`src/rtl/baud_div_pkg.sv`:
```
package baud_div_pkg;
  typedef enum logic {
    SEL_HI = 1'b0,
    SEL_LO = 1'b1
  } reg_sel_e;

  localparam int unsigned BIT_BRK_IE  = 7;
  localparam int unsigned BIT_EDGE_IE = 6;
  localparam int unsigned BIT_RSVD    = 5;
  localparam int unsigned N_IRQ_SRC   = 2;
endpackage

```
`src/rtl/baud_div_regfile.sv`:
```
module baud_div_regfile
  import baud_div_pkg::*;
#(
  parameter int unsigned DIV_W  = 13,
  parameter int unsigned BYTE_W = 8
) (
  input  logic              clk_i,
  input  logic              rst_ni,
  input  logic              wr_en_i,
  input  logic              wr_sel_i,
  input  logic [BYTE_W-1:0] wr_data_i,
  input  logic              rd_sel_i,
  output logic [BYTE_W-1:0] rd_data_o,
  output logic [DIV_W-1:0]  div_o,
  output logic              brk_ie_o,
  output logic              edge_ie_o
);
  localparam int unsigned HI_W = DIV_W - BYTE_W;

  logic [HI_W-1:0]  stage_q;
  logic [DIV_W-1:0] div_q;
  logic             brk_ie_q, edge_ie_q;
  reg_sel_e         wsel, rsel;

  assign wsel = reg_sel_e'(wr_sel_i);
  assign rsel = reg_sel_e'(rd_sel_i);

  // high write: enables immediate, divisor bits staged only
  always_ff @(posedge clk_i or negedge rst_ni) begin
    if (!rst_ni) begin
      stage_q   <= '0;
      div_q     <= '0;
      brk_ie_q  <= 1'b0;
      edge_ie_q <= 1'b0;
    end else if (wr_en_i) begin
      if (wsel == SEL_HI) begin
        stage_q   <= wr_data_i[HI_W-1:0];
        brk_ie_q  <= wr_data_i[BIT_BRK_IE];
        edge_ie_q <= wr_data_i[BIT_EDGE_IE];
      end else begin
        div_q <= {stage_q, wr_data_i};
      end
    end
  end

  always_comb begin
    rd_data_o = '0;
    if (rsel == SEL_HI) begin
      rd_data_o[HI_W-1:0]    = div_q[DIV_W-1:BYTE_W];
      rd_data_o[BIT_BRK_IE]  = brk_ie_q;
      rd_data_o[BIT_EDGE_IE] = edge_ie_q;
    end else begin
      rd_data_o = div_q[BYTE_W-1:0];
    end
  end

  assign div_o     = div_q;
  assign brk_ie_o  = brk_ie_q;
  assign edge_ie_o = edge_ie_q;
endmodule

```
`src/rtl/baud_tick_gen.sv`:
```
module baud_tick_gen #(
  parameter int unsigned DIV_W = 13
) (
  input  logic             clk_i,
  input  logic             rst_ni,
  input  logic             tx_en_i,
  input  logic             rx_en_i,
  input  logic [DIV_W-1:0] div_i,
  output logic             started_o,
  output logic             tick_o
);
  logic [DIV_W-1:0] cnt_q;
  logic             started_q, tick_q, run;

  assign run = started_q && (div_i != '0);

  always_ff @(posedge clk_i or negedge rst_ni) begin
    if (!rst_ni) started_q <= 1'b0;
    else if (tx_en_i || rx_en_i) started_q <= 1'b1;
  end

  always_ff @(posedge clk_i or negedge rst_ni) begin
    if (!rst_ni) begin
      cnt_q  <= '0;
      tick_q <= 1'b0;
    end else if (!run) begin
      cnt_q  <= '0;
      tick_q <= 1'b0;
    end else if (cnt_q == '0) begin
      cnt_q  <= div_i - 1'b1;  // reload picks up any new divisor
      tick_q <= 1'b1;
    end else begin
      cnt_q  <= cnt_q - 1'b1;
      tick_q <= 1'b0;
    end
  end

  assign started_o = started_q;
  assign tick_o    = tick_q;
endmodule

```
`src/rtl/baud_irq_gate.sv`:
```
module baud_irq_gate #(
  parameter int unsigned N_SRC = 2
) (
  input  logic             clk_i,
  input  logic             rst_ni,
  input  logic [N_SRC-1:0] flag_i,
  input  logic [N_SRC-1:0] en_i,
  output logic             irq_o
);
  logic [N_SRC-1:0] gated;
  logic             irq_q;

  for (genvar g = 0; g < N_SRC; g++) begin : g_src
    assign gated[g] = flag_i[g] & en_i[g];
  end

  always_ff @(posedge clk_i or negedge rst_ni) begin
    if (!rst_ni) irq_q <= 1'b0;
    else         irq_q <= |gated;
  end

  assign irq_o = irq_q;
endmodule

```
`src/rtl/baud_div_regs.sv`:
```
module baud_div_regs
  import baud_div_pkg::*;
#(
  parameter int unsigned DIV_W  = 13,
  parameter int unsigned BYTE_W = 8
) (
  input  logic              clk_i,
  input  logic              rst_ni,
  input  logic              wr_en_i,
  input  logic              wr_sel_i,
  input  logic [BYTE_W-1:0] wr_data_i,
  input  logic              rd_sel_i,
  output logic [BYTE_W-1:0] rd_data_o,
  input  logic              tx_en_i,
  input  logic              rx_en_i,
  input  logic              brk_flag_i,
  input  logic              edge_flag_i,
  output logic              tick_o,
  output logic              irq_o
);
  logic [DIV_W-1:0] act_div;
  logic             brk_ie, edge_ie, started;

  baud_div_regfile #(.DIV_W(DIV_W), .BYTE_W(BYTE_W)) u_regs (
    .clk_i     (clk_i),
    .rst_ni    (rst_ni),
    .wr_en_i   (wr_en_i),
    .wr_sel_i  (wr_sel_i),
    .wr_data_i (wr_data_i),
    .rd_sel_i  (rd_sel_i),
    .rd_data_o (rd_data_o),
    .div_o     (act_div),
    .brk_ie_o  (brk_ie),
    .edge_ie_o (edge_ie)
  );

  baud_tick_gen #(.DIV_W(DIV_W)) u_tick (
    .clk_i     (clk_i),
    .rst_ni    (rst_ni),
    .tx_en_i   (tx_en_i),
    .rx_en_i   (rx_en_i),
    .div_i     (act_div),
    .started_o (started),
    .tick_o    (tick_o)
  );

  baud_irq_gate #(.N_SRC(N_IRQ_SRC)) u_irq (
    .clk_i  (clk_i),
    .rst_ni (rst_ni),
    .flag_i ({edge_flag_i, brk_flag_i}),
    .en_i   ({edge_ie, brk_ie}),
    .irq_o  (irq_o)
  );
endmodule

```
`config.mk`:
```
export PLATFORM = sky130hd
export DESIGN_NAME = baud_div_regs
export DESIGN_NICKNAME = d
export VERILOG_FILES = /design/src/rtl/baud_div_pkg.sv /design/src/rtl/baud_div_regfile.sv /design/src/rtl/baud_tick_gen.sv /design/src/rtl/baud_irq_gate.sv /design/src/rtl/baud_div_regs.sv
export SDC_FILE = /design/constraint.sdc
export NUM_CORES = 1
export LEC_CHECK = 0
export ABC_AREA = 0
export BUFFER_PORTS_ARGS = -buffer_cell sky130_fd_sc_hd__buf_4
export CAP_MARGIN = 20
export CELL_PAD_IN_SITES_DETAIL_PLACEMENT = 1
export CELL_PAD_IN_SITES_GLOBAL_PLACEMENT = 2
export CORE_MARGIN = 1
export CORE_UTILIZATION = 35
export DETAILED_ROUTE_END_ITERATION = 8
export PLACE_DENSITY_LB_ADDON = 0.05
export SETUP_SLACK_MARGIN = 0.05
export SLEW_MARGIN = 20
export SYNTH_ARGS = -nofsm -noshare
export SYNTH_HDL_FRONTEND = slang
export SYNTH_SLANG_ARGS = --single-unit
```
`constraint.sdc`:
```
create_clock -name clk_i -period 4.8 [get_ports clk_i]
set_input_delay 0.48 -clock clk_i [delete_from_list [all_inputs] [get_ports clk_i]]
set_output_delay 0.48 -clock clk_i [all_outputs]
set_load 0.02 [all_outputs]
```
==> flow_summary.yaml <==
sta:
  finalClockSkew_ns: 0.00702
  hold_viol_final: 0
  fmax_mhz: 343
  finalCritPeriodShare_pct: 60.8
  min_period_ns: 2.92
  finalSetupViolations: 0
  worst_slew_pin_slew_ns: 0.649
  grt_setup_unrepaired: "no"
  slew_violations: 0
  maxSlewHeadroom_pct: 56.6
  fin_tns_setup_ns: 0
final_layout:
  layout.cells.non_filler: 261
  syn2layout_area_growth_pct: 19.8
  nFillCells: 579
  diodes: 0
  fin_util_pct: 43.6
  final_nets: 209
  layout_commonest_cell: "dfrtp_1"
  drive_above_1_share_pct: 37.7
  final_cell_mix: "dfrtp_1 (36), buf_4 (28), mux2_2 (27)"
route:
  drt_iter0_markers: 39
  antenna_left: 0
  vias: 1400
  drt_first_pass_iters: 4
  drcViolationCount: 0
  viasPerCell: 5.36
  wl_per_cell_um: 18.0
  drt-total-wl_um: 4710
synth:
  synth_nets: 180
  synth_seq_cells: 36
  synth-edff-count: 0
  syn_inst: 162
  ys_seq_area_share_pct: 48.1
  synth_warnings: 0
  synthArstFlopShare_pct: 100
  synth_ff_type: "dfrtp_1"
  synth_area_per_cell_um2: 11.6
  syn_area_um2: 1870
  ys_types: 47
global_route:
  gr-total-overflow: 0
  grt_pass1_wl_um: 7840
  grt_max_degree: 37
  antenna_found_initial: 0
  first_global_vias: 1572
  grt_usage_pct: 19.2
clocking:
  clock_latency_ns: 0.29
  path_clk_slew_ns: 0.07
  root_buffer: "clkbuf_8"
  numClockSinks: 36
  cts_buffer_depth: 2
  numCtsBuffers: 5
  htree_num_levels: 2
  post_cts_buffers: 0
  cts.repair.resized: 0
  ctsHoldBuffers: 0
  cts_tree: "built"
floorplan:
  row_count: 26
  core_um2: 5140
  die_area_um2: 5650
  start_util_pct: 36.4
  die_height_um: 75.2
  ioPinCount: 27
  die_w_um: 75.2
placement:
  place_inst: 254
  place_congestion: 0.777
  dp_hpwl_um: 3660
  numPortBuffers: 26
setup_path:
  required_ns: 5.01
  crit_type: "reg -> reg"
  cp-end-kind: "register"
  crit_end: "u_tick.cnt_q[10]$_DFF_PN0_"
  cp.arrival_ns: 3.12
  worstReg2RegStart: "u_tick.cnt_q[6]$_DFF_PN0_"
  cp_max_fo: 6
  worstRegToRegCells: 9
  rrSetupSlack_ns: 1.88
  r2r_end: "u_tick.cnt_q[10]$_DFF_PN0_"
  startpoint: "u_tick.cnt_q[6]$_DFF_PN0_"
  startpoint_type: "register"
pwr:
  leakagePower_nw: 0.939
  irDropWorstVdd_v: 0.000169
  pwr_density_cell_nw_per_um2: 477
run_status:
  outcome: "finished, final reports clean"
min_path:
  worstHoldPathType: "in -> async"
job:
  drv_cap: 0
-- how the worst min path moves through the flow --
stage,startpoint,to,cells after the start
CTS,rst_ni,u_tick.cnt_q[12]$_DFF_PN0_,1
finish,rst_ni,u_tick.tick_o$_DFF_PN0_,1
global route,rst_ni,u_tick.cnt_q[5]$_DFF_PN0_,1
global placement,rst_ni,u_tick.tick_o$_DFF_PN0_,1
floorplan,rst_ni,u_irq.irq_o$_DFF_PN0_,0
detailed placement,rst_ni,u_tick.tick_o$_DFF_PN0_,1
-- worst max-delay path: stages (launching register included) --
cell and delay [ns]:
dfrtp_1 0.50, or4_4 0.22, nor4_4 0.06, a21oi_1 0.20, ha_1 0.21, or3b_4 0.41
or3_1 0.34, or3_4 0.43, mux2_4 0.31, a21oi_1 0.16
-- sequential cells by signal (all words and copies together) (netlist names) --
name	flops
u_tick.tick_o	1
u_regs.stage_q	5
u_irq.irq_o	1
u_tick.started_o	1
u_regs.brk_ie_o	1
u_tick.cnt_q	13
u_regs.edge_ie_o	1
u_regs.div_o	13
-- Yosys cell counts, types with 2 or more instances --
cell | n | area, um2
clkbuf_1 | 3 | 11.3
or3_1 | 8 | 50.1
dfrtp_1 | 36 | 901
o41ai_1 | 2 | 17.5
nand2_1 | 4 | 15.0
inv_1 | 2 | 7.51
nor2b_1 | 2 | 12.5
or4_1 | 3 | 22.5
nor4_1 | 2 | 12.5
nor3_1 | 3 | 15.0
o31ai_1 | 2 | 15.0
a21oi_1 | 15 | 75.1
nand4_1 | 2 | 12.5
mux2_2 | 27 | 304
nor2_1 | 14 | 52.6
xor2_1 | 3 | 26.3
or2_1 | 2 | 12.5
and2_1 | 3 | 18.8
-- where the power goes --
| group | total, mW | internal, mW | switching (mW) |
|---|---|---|---|
| logic | 0.343 | 0.166 | 0.177 |
| registers | 0.490 | 0.387 | 0.103 |
| clock network | 0.236 | 0.128 | 0.108 |
-- routing by layer --
| metal | wire (um) | up-vias | track usage (%) | part of all wire (%) |
|---|---|---|---|---|
| li1 | - | 658 | - | - |
| met1 | 2060 | 714 | 23.1 | 44 |
| met2 | 2440 | 22 | 34.6 | 52 |
| met3 | 155 | 6 | 4.15 | 3.3 |
| met4 | 55 | 0 | 5.56 | 1.2 |
| met5 | 0 | - | 0 | 0 |
-- final cells by class --
cell class	instances	area, um2	area share [%]
Tap cell	70	87.6	3.90
Timing Repair Buffer	28	210	9.37
Multi-Input combinational cell	118	941	41.9
Sequential cell	36	901	40.2
Clock buffer	7	96.3	4.29
Inverter	2	7.51	0.335
-- kinds of logic after synthesis --
group                    after synthesis  synth area share [%]
AO/OA/AOI/OAI                         32                  12.4
XOR/XNOR                               4                  1.87
adder cells (fa/ha/maj)                1                 0.668
buffers and inverters                  8                  2.07
flip-flops                            36                  48.1
multiplexers                          30                  18.2
AND/OR/NAND/NOR                       51                  16.7
-- stage by stage --
| step | cell area [um2] | hold slack (ns) | total power [mW] | setup WS, ns |
|---|---|---|---|---|
| after floorplan | 1870 | 0.184 | 0.717 | 1.89 |
| after global placement | 2150 | 0.465 | 0.822 | 2.03 |
| after detailed placement | 2150 | 0.473 | 0.844 | 1.89 |
| after CTS | 2240 | 0.160 | 1.08 | 1.88 |
| after global routing | 2240 | 0.168 | 1.14 | 1.74 |
| final | 2240 | 0.138 | 1.07 | 1.88 |
Power figures use the tool's default switching activity.
